===== config.mk =====
export PLATFORM = sky130hd
export DESIGN_NAME = evt_seq
export DESIGN_NICKNAME = d
export VERILOG_FILES = /design/src/rtl/evt_seq_pkg.sv /design/src/rtl/evt_pend_latch.sv /design/src/rtl/evt_arbiter.sv /design/src/rtl/evt_flags.sv /design/src/rtl/cyc_accum.sv /design/src/rtl/evt_seq.sv
export SDC_FILE = /design/constraint.sdc
export NUM_CORES = 1
export LEC_CHECK = 0
export BUFFER_PORTS_ARGS = -buffer_cell sky130_fd_sc_hd__buf_2
export CAP_MARGIN = 10
export CORE_MARGIN = 1.5
export CORE_UTILIZATION = 40
export CTS_CLUSTER_DIAMETER = 80
export DETAILED_ROUTE_END_ITERATION = 6
export PLACE_DENSITY = 0.65
export SYNTH_ARGS = -nofsm -noshare
export SYNTH_HDL_FRONTEND = slang
export SYNTH_HIERARCHICAL = 1
export SYNTH_SLANG_ARGS = --single-unit

===== constraint.sdc =====
create_clock -name clk -period 3.1 [get_ports clk]
set_input_delay 0.62 -clock clk [delete_from_list [all_inputs] [get_ports clk]]
set_output_delay 0.62 -clock clk [all_outputs]
set_load 0.05 [all_outputs]

===== src/rtl/evt_seq_pkg.sv =====
package evt_seq_pkg;

  typedef enum logic [2:0] {
    EV_NONE,
    EV_RST,
    EV_NMI,
    EV_IRQ,
    EV_BAD
  } evt_e;

  localparam int COST_RST = 3;
  localparam int COST_NMI = 11;
  localparam int COST_IRQ = 13;
  localparam int COST_W   = $clog2(COST_IRQ + 1);
  localparam logic [1:0] MODE_VECTORED = 2'd1;

  function automatic logic [COST_W-1:0] evt_cost(evt_e e);
    case (e)
      EV_RST:  return COST_W'(COST_RST);
      EV_NMI:  return COST_W'(COST_NMI);
      EV_IRQ:  return COST_W'(COST_IRQ);
      default: return '0;
    endcase
  endfunction

endpackage


===== src/rtl/evt_pend_latch.sv =====
module evt_pend_latch (
  input  logic clk,
  input  logic rst_n,
  input  logic reset_req,
  input  logic nmi_req,
  input  logic clr_rst,
  input  logic clr_nmi,
  output logic pend_rst,
  output logic pend_nmi,
  output logic rst_eff,
  output logic nmi_eff
);
  assign rst_eff = pend_rst | reset_req;
  assign nmi_eff = pend_nmi | nmi_req;

  always_ff @(posedge clk or negedge rst_n) begin
    if (!rst_n) begin
      pend_rst <= 1'b0;
      pend_nmi <= 1'b0;
    end else begin
      pend_rst <= rst_eff & ~clr_rst;
      pend_nmi <= nmi_eff & ~clr_nmi;
    end
  end
endmodule


===== src/rtl/evt_arbiter.sv =====
module evt_arbiter
  import evt_seq_pkg::*;
(
  input  logic       boundary,
  input  logic       rst_eff,
  input  logic       nmi_eff,
  input  logic       irq_line,
  input  logic       iff1,
  input  logic       just_en,
  input  logic [1:0] int_mode,
  output evt_e       ev
);
  always_comb begin
    ev = EV_NONE;
    if (boundary) begin
      if (rst_eff)                          ev = EV_RST;
      else if (nmi_eff)                     ev = EV_NMI;
      else if (irq_line && iff1 && !just_en)
        ev = (int_mode == MODE_VECTORED) ? EV_IRQ : EV_BAD;
    end
  end
endmodule


===== src/rtl/evt_flags.sv =====
module evt_flags
  import evt_seq_pkg::*;
(
  input  logic clk,
  input  logic rst_n,
  input  evt_e ev,
  input  logic boundary,
  input  logic ei_cmd,
  input  logic di_cmd,
  input  logic halt_cmd,
  output logic iff1,
  output logic iff2,
  output logic just_en,
  output logic halt_flag
);
  always_ff @(posedge clk or negedge rst_n) begin
    if (!rst_n) begin
      iff1      <= 1'b0;
      iff2      <= 1'b0;
      just_en   <= 1'b0;
      halt_flag <= 1'b0;
    end else begin
      case (ev)
        EV_RST: begin
          iff1 <= 1'b0; iff2 <= 1'b0; just_en <= 1'b0; halt_flag <= 1'b0;
        end
        EV_NMI: begin
          iff2 <= iff1; iff1 <= 1'b0; just_en <= 1'b0; halt_flag <= 1'b0;
        end
        EV_IRQ: begin
          iff1 <= 1'b0; iff2 <= 1'b0; just_en <= 1'b0; halt_flag <= 1'b0;
        end
        default: begin
          if (di_cmd) begin
            iff1 <= 1'b0; iff2 <= 1'b0;
          end
          if (ei_cmd) begin
            iff1 <= 1'b1; iff2 <= 1'b1;
          end
          if (halt_cmd) halt_flag <= 1'b1;
          if (ei_cmd)        just_en <= 1'b1;
          else if (boundary) just_en <= 1'b0;
        end
      endcase
    end
  end
endmodule


===== src/rtl/cyc_accum.sv =====
module cyc_accum #(
  parameter int CYC_W = 64,
  parameter int ADD_W = 4
) (
  input  logic             clk,
  input  logic             rst_n,
  input  logic [ADD_W-1:0] add,
  output logic [CYC_W-1:0] count
);
  always_ff @(posedge clk or negedge rst_n) begin
    if (!rst_n) count <= '0;
    else        count <= count + CYC_W'(add);
  end
endmodule


===== src/rtl/evt_seq.sv =====
module evt_seq
  import evt_seq_pkg::*;
#(
  parameter int               ADDR_W  = 16,
  parameter int               CYC_W   = 64,
  parameter logic [ADDR_W-1:0] NMI_VEC = ADDR_W'(16'h0066),
  parameter logic [ADDR_W-1:0] IRQ_VEC = ADDR_W'(16'h0038)
) (
  input  logic              clk,
  input  logic              rst_n,
  input  logic              reset_req,
  input  logic              nmi_req,
  input  logic              irq_line,
  input  logic              boundary,
  input  logic              ei_cmd,
  input  logic              di_cmd,
  input  logic              halt_cmd,
  input  logic [1:0]        int_mode,
  output logic              take_vector,
  output logic [ADDR_W-1:0] vector_addr,
  output logic [3:0]        extra_cycles,
  output logic              reg_reset,
  output logic              mode_err,
  output logic              halted,
  output logic              iff1,
  output logic              iff2,
  output logic [CYC_W-1:0]  cycle_count
);
  evt_e ev;
  logic pend_rst, pend_nmi, rst_eff, nmi_eff;
  logic just_en, halt_flag;
  logic [COST_W-1:0] cost_now;

  function automatic logic [ADDR_W-1:0] vec_of(evt_e e);
    case (e)
      EV_NMI:  return NMI_VEC;
      EV_IRQ:  return IRQ_VEC;
      default: return '0;
    endcase
  endfunction

  assign cost_now = evt_cost(ev);

  evt_pend_latch u_pend (
    .clk(clk), .rst_n(rst_n), .reset_req(reset_req), .nmi_req(nmi_req),
    .clr_rst(ev == EV_RST), .clr_nmi(ev == EV_RST || ev == EV_NMI),
    .pend_rst(pend_rst), .pend_nmi(pend_nmi),
    .rst_eff(rst_eff), .nmi_eff(nmi_eff)
  );

  evt_arbiter u_arb (
    .boundary(boundary), .rst_eff(rst_eff), .nmi_eff(nmi_eff),
    .irq_line(irq_line), .iff1(iff1), .just_en(just_en),
    .int_mode(int_mode), .ev(ev)
  );

  evt_flags u_flags (
    .clk(clk), .rst_n(rst_n), .ev(ev), .boundary(boundary),
    .ei_cmd(ei_cmd), .di_cmd(di_cmd), .halt_cmd(halt_cmd),
    .iff1(iff1), .iff2(iff2), .just_en(just_en), .halt_flag(halt_flag)
  );

  cyc_accum #(.CYC_W(CYC_W), .ADD_W(COST_W)) u_cyc (
    .clk(clk), .rst_n(rst_n), .add(cost_now), .count(cycle_count)
  );

  always_ff @(posedge clk or negedge rst_n) begin
    if (!rst_n) begin
      take_vector  <= 1'b0;
      vector_addr  <= '0;
      extra_cycles <= '0;
      reg_reset    <= 1'b0;
      mode_err     <= 1'b0;
    end else begin
      take_vector  <= (ev == EV_NMI) || (ev == EV_IRQ);
      vector_addr  <= vec_of(ev);
      extra_cycles <= cost_now;
      reg_reset    <= (ev == EV_RST);
      mode_err     <= (ev == EV_BAD);
    end
  end

  assign halted = halt_flag & ~(pend_rst | pend_nmi | irq_line);
endmodule


==> results of run 1 <==
[report_power, final]
group | leakage, uW | total, uW | switching (uW) | internal, uW
Sequential | 0.00104 | 1150 | 75.6 | 1080
Clock | 0.000116 | 867 | 368 | 499
Combinational | 0.00144 | 711 | 477 | 234
[cell families after synthesis]
group	Yosys count
flip-flops	77
other	1
AND/OR/NAND/NOR	165
AO/OA/AOI/OAI	17
buffers and inverters	22
XOR/XNOR	63
adder cells (fa/ha/maj)	5
[worst max-delay path: stages]
cell       delay (ns)
buf_2            0.10
or2_1            0.24
nand4bb_4        0.22
nor4b_4          0.30
buf_6            0.16
nor2_4           0.05
ha_4             0.17
fa_2             0.42
a211oi_4         0.33
nor3_2           0.10
buf_4            0.15
nand4_4          0.18
nor3_2           0.07
xor2_1           0.15
[metrics by stage]
stage          hold slack (ns)  power (uW)
6_report                 0.397        2730
5_1_grt                  0.500        2870
4_1_cts                  0.453        2740
3_5_place_dp             0.482        1850
3_3_place_gp             0.475        1850
2_1_floorplan            0.324        1670
[metal layers]
| metal | wire, um | up-vias |
|---|---|---|
| met2 | 3940 | 65 |
| met4 | 190 | 0 |
| met5 | 0 | - |
| li1 | - | 1454 |
| met1 | 4170 | 1472 |
| met3 | 311 | 13 |
[final timing paths]
| check | start | to | depth (start not counted) |
|---|---|---|---|
| max | nmi_req | u_cyc/count[52]$_DFF_PN0_ | 14 |
| min | rst_n | u_cyc/count[10]$_DFF_PN0_ | 1 |
| max reg2reg | u_pend/pend_nmi$_DFF_PN0_ | u_cyc/count[52]$_DFF_PN0_ | 13 |
| min reg2reg | u_cyc/count[49]$_DFF_PN0_ | u_cyc/count[49]$_DFF_PN0_ | 1 |
| max in group asynchronous | rst_n | u_cyc/count[46]$_DFF_PN0_ | 1 |
| min in group clk | u_cyc/count[49]$_DFF_PN0_ | u_cyc/count[49]$_DFF_PN0_ | 1 |
[repair_timing]
action | 4_1_cts | 5_1_grt
gates cloned | 0 | 0
pin swaps | 1 | 15
buffers inserted | 0 | 4
setup endpoints to repair | 8 | 43
resized for setup | 0 | 20
[cell type report]
cell class / instances / area, um^2
fill: 873 / 4290
tap: 129 / 161
inverter: 4 / 15.0
clock buffer: 11 / 151
timing repair buffer: 122 / 704
sequential: 77 / 1930
clock inverter: 5 / 81.3
multi-input combinational: 260 / 1960
[cells in the final DEF (no fill, tap or decap), drive strengths merged, types with 3 or more instances in the layout]
cell type,Yosys,final
buf,18,122
dfrtp,77,77
xor2,35,35
xnor2,28,28
nor2,28,28
nand2,26,26
nand3,25,25
nand4,21,21
nor3,18,18
clkbuf,0,11
nor4,11,11
conb,1,10
and3,10,10
a21oi,6,6
and4,5,5
inv,4,5
ha,4,4
nand3b,3,3
and2,3,3
nor2b,3,3
==> results.toml, run 1 <==
[sta]
worst-slew-pin-transition_ns = 0.970
layout_setup_ws_ns = 0.0601
skew_ns = 0.0112
hold_viol = 0
report.final.setup_viol = 0
post-route-period-util_pct = 98.1
fmax_ghz = 0.329
total_negative_setup_slack_ns = 0
finalMaxSlewViolations = 0
rsz_0062_raised_after_global_routing = "true"
timing.max_slew.rel_slack_pct = 35.4
finalWorstPathRequiredPeriod_ns = 3.04

[floorplan]
num_io_pins = 101
core_area_um2 = 9280
floorplan.die.height_um = 101
die-area_um2 = 10200
chipWidth_um = 101
starting_density_pct = 41.3
rows = 35

[yosys]
synth_top_cell_area_share_pct = 50.2
dominant_combinational_cell_family_by_area_after_synthesis = "simple AND/OR/NAND/NOR gates"
avgSynthCellArea_um2 = 11.0
netlist_top_cells_count = "dfrtp_1 (77), xor2_1 (35), xnor2_1 (28)"
async_reset_ff_share_pct = 100
yosys.cell_count.top_type = "dfrtp_1"
yosys.area.top_type = "dfrtp_1"
xor_xnor_cell_area_share_of_the_yosys_netlist_pct = 14.4
edff_count_synth = 0
yosys_most_used_dff = "dfrtp_1"
synth_mux_area_share_pct = 0
synth-simple-area-share_pct = 26.6
postSynthCellCount = 350
synth_compound_area_share_pct = 3.10
ys_seq_area_share_pct = 50.2
synthAdderAreaFrac_pct = 1.83
synth.yosys.warnings = 6
synthTopCellsByArea = "dfrtp_1 (50%), xor2_1 (8.0%), xnor2_1 (6.4%)"
synth_area_um2 = 3840
yosys.cell_types.count = 46
ys_seq_elements = 77

[power_and_ir_drop]
leakage_uw = 0.00260
power.ir.vdd_worst_mv = 0.266
p_per_area_nw_per_um2 = 547

[run_status]
status = "finished, final reports clean"

[setup_path]
timing.critical_path.required_ns = 3.33
worst_setup_path_end_kind = "flip-flop"
timing.critical_path.arrival_ns = 3.27
path_class = "input pin to flip-flop"
critical_path_peak_fanout = 7
internal_reg_to_reg_setup_slack_ns = 0.07
startpoint_type = "input pin"

[global_route]
use_met3_pct = 2.50
grt_most_used_layer = "met2"
vias_in_the_first_global_route = 2832
global_route.usage.total_pct = 17.4
grt_max_degree = 78
groute.layer.met1.usage_pct = 24.6
grt_first_pass_wirelength_um = 13800
met2_usage_pct = 26.3
grt_antenna_before_repair = 0
overflow = 0

[final_layout]
design.final.nets = 490
top_registers = "u_cyc/count (64), vector_addr (3), extra_cycles (2)"
area_growth_syn_to_layout_pct = 30.1
final_layout_size_suffix_gt1_share_pct = 38.0
largest_register_ff_count = 64
final_cells = 608
fin_area_um2 = 5000
utilization_pct = 53.8
largest_reg_by_ff_count = "u_cyc/count"
antennaDiodeCount = 0

[place]
placement.io_buffers = 90
gp_congestion = 0.815
final_hpwl_from_detailed_placement_um = 6310
dpl-instance-area_um2 = 4640
place_ws_ns = -0.366
placed_cells = 588

[clocking]
cts_root_buffer = "clkbuf_8"
cts_sinks = 77
cts_hold_repair.buffers = 0
tritoncts = "done"
clk_latency_ns = 0.35
cts_htree_levels = 3
cts-buffers-inserted = 9
clk_pin_slew_ns = 0.08
clockBufferDepth = 2

[hold_path]
worst_hold_path_type = "input pin to async pin"

[routing]
route.detailed.drc = 0
postRouteWirelength_um = 8620
drt_pre_antenna_iters = 4
route.detailed.vias_per_inst = 4.94
dr_total_vias = 3004
detail-route-antenna-nets = 0
wl_per_cell_um = 14.2
drtIter0Drc = 109

[flow_run]
timing.max_cap.violations = 0
(Power assumes the default switching activity.)
==> inputs of run 2 (changes only) <==
==> constraint.sdc (replaced) <==
create_clock -name clk -period 3.1 [get_ports clk]
set_input_delay 0.62 -clock clk [delete_from_list [all_inputs] [get_ports clk]]
set_output_delay 0.62 -clock clk [all_outputs]
set_load 0.1 [all_outputs]
==> results.toml, run 2 (synthesis gave the netlist of run 1 again) <==
[final_layout]
fillers = 831
largest_register_ff_count = 64
register_area_um2 = 1930
largest_reg_by_ff_count = "u_cyc/count"
fin_area_um2 = 5020
design.final.nets = 489
area_growth_syn_to_layout_pct = 30.7
utilization_pct = 54.0
final_layout_size_suffix_gt1_share_pct = 38.5
total_area_of_multi_input_combinational_cells_um2 = 1990
final_cells = 607
mostFrequentLayoutCell = "buf_2"
top_registers = "u_cyc/count (64), vector_addr (3), extra_cycles (2)"
final_cell_mix = "buf_2 (89), dfrtp_1 (76), xor2_1 (35), buf_4 (28), xnor2_1 (27)"
antennaDiodeCount = 0

[global_route]
groute.layer.met1.usage_pct = 25.8
grt_max_degree = 78
grt_antenna_before_repair = 0
use_met3_pct = 3.05
vias_in_the_first_global_route = 2870
overflow = 0
met2_usage_pct = 28.5
grt_most_used_layer = "met2"
global_route.usage.total_pct = 18.4
grt_first_pass_wirelength_um = 14500

[setup_path]
regToRegEndpoint = "u_cyc/count[45]$_DFF_PN0_"
timing.critical_path.required_ns = 3.33
worst_setup_path_end_kind = "flip-flop"
regToRegStartpoint = "u_pend/pend_nmi$_DFF_PN0_"
path_class = "flip-flop to flip-flop"
startpoint_type = "flip-flop"
critical_path_peak_fanout = 6
largest_stage_delay_worst_path_ns = 0.40
timing.critical_path.arrival_ns = 3.21
critical_path.most_common_cell = "nand4_1"
slowest_stage = "dfrtp_1"
internal_reg_to_reg_setup_slack_ns = 0.12
path_cells = "or2_1, nand4bb_4, nor4b_4, buf_4, nor2b_4, and2_4, ha_4, nand4_1, o22ai_4, and4_4, buf_6, nand4_1, xnor2_1"
rr_worst_depth = 13

[sta]
timing.max_slew.rel_slack_pct = 36.3
worst-slew-pin-transition_ns = 0.955
finalMaxSlewViolations = 0
total_negative_setup_slack_ns = 0
hold_viol = 0
fmax_ghz = 0.336
report.final.setup_viol = 0
skew_ns = 0.0113
rsz_0062_raised_after_global_routing = "true"
finalWorstPathRequiredPeriod_ns = 2.98
post-route-period-util_pct = 96.0

[place]
gp_congestion = 0.822
dpl-instance-area_um2 = 4700
final_hpwl_from_detailed_placement_um = 6540
placed_cells = 588
placement.io_buffers = 90

[run_status]
status = "finished, final reports clean"

[power_and_ir_drop]
fin_total_pwr_uw = 3030
power.ir.vdd_worst_mv = 0.697
p_per_area_nw_per_um2 = 603
leakage_uw = 0.00265

[clocking]
clk_pin_slew_ns = 0.08
cts_hold_repair.buffers = 0
clockBufferDepth = 2
cts_htree_levels = 3
cts-buffers-inserted = 9
clk_latency_ns = 0.36
tritoncts = "done"
cts_sinks = 77
cts_root_buffer = "clkbuf_8"

[floorplan]
chipWidth_um = 101
rows = 35
core_area_um2 = 9280
num_io_pins = 101
starting_density_pct = 41.3
die-area_um2 = 10200
floorplan.die.height_um = 101

[routing]
dr_total_vias = 3016
drt_pre_antenna_iters = 4
wl_per_cell_um = 14.9
drtIter0Drc = 100
route.detailed.drc = 0
route.detailed.vias_per_inst = 4.97
detail-route-antenna-nets = 0
postRouteWirelength_um = 9020

[flow_run]
timing.max_cap.violations = 0

[hold_path]
worst_hold_path_type = "input pin to async pin"
==> run 2: cell count changes in the layout (fill, tap and decap cells not counted), moves of 2 or more <==
cell	change
nor4_2	-3
nor4_4	+3
clkbuf_8	-2
clkinv_2	+2
buf_4	-2
==> run 2: final cells by class <==
| type | instances | area share (%) |
|---|---|---|
| Tap cell | 129 | 3.22 |
| Clock inverter | 7 | 1.80 |
| Sequential cell | 77 | 38.4 |
| Clock buffer | 9 | 2.47 |
| Timing Repair Buffer | 121 | 14.1 |
| Multi-Input combinational cell | 260 | 39.6 |
| Inverter | 4 | 0.299 |
==> run 2: what timing repair did <==
item,4_1_cts,5_1_grt
setup buffers,0,3
endpoints found under the setup margin,0,46
gates resized for setup,0,14
==> run 2: worst max-delay path: cells and delay by family, from the launching register on <==
kind / cells / cell delay, ns
AO/OA/AOI/OAI: 1 / 0.29
XOR/XNOR: 1 / 0.17
adder cells (fa/ha/maj): 1 / 0.26
buffers and inverters: 2 / 0.29
flip-flops: 1 / 0.40
AND/OR/NAND/NOR: 8 / 1.44
==> run 2: worst max-delay path by stage <==
stage | from | end | slack [ns] | depth (start not counted)
2_1_floorplan | nmi_req | u_cyc/count[45]$_DFF_PN0_ | -0.23 | 12
3_3_place_gp | nmi_req | u_cyc/count[63]$_DFF_PN0_ | -0.20 | 13
3_5_place_dp | nmi_req | u_cyc/count[63]$_DFF_PN0_ | -0.27 | 13
4_1_cts | u_pend/pend_nmi$_DFF_PN0_ | u_cyc/count[63]$_DFF_PN0_ | 0.04 | 12
5_1_grt | u_pend/pend_nmi$_DFF_PN0_ | u_cyc/count[45]$_DFF_PN0_ | -0.03 | 13
6_report | u_pend/pend_nmi$_DFF_PN0_ | u_cyc/count[45]$_DFF_PN0_ | 0.12 | 13
==> run 2: routing by layer <==
layer  vias up  wire length (um)
met5         -                 0
li1       1446                 -
met2        78              4300
met1      1482              4200
met3        10               401
met4         0               116
==> run 2: stage by stage <==
stage                     hold slack, ns  setup slack (ns)
after floorplan                    0.324            -0.234
after global placement             0.467            -0.196
after detailed placement           0.464            -0.273
after CTS                          0.460            0.0366
after global routing               0.477           -0.0265
final                              0.411             0.123
==> run 2: report_power, final <==
| group | total [uW] | switching, uW | internal (uW) |
|---|---|---|---|
| clock | 822 | 374 | 449 |
| sequential | 1150 | 73.0 | 1080 |
| combinational | 1050 | 793 | 258 |
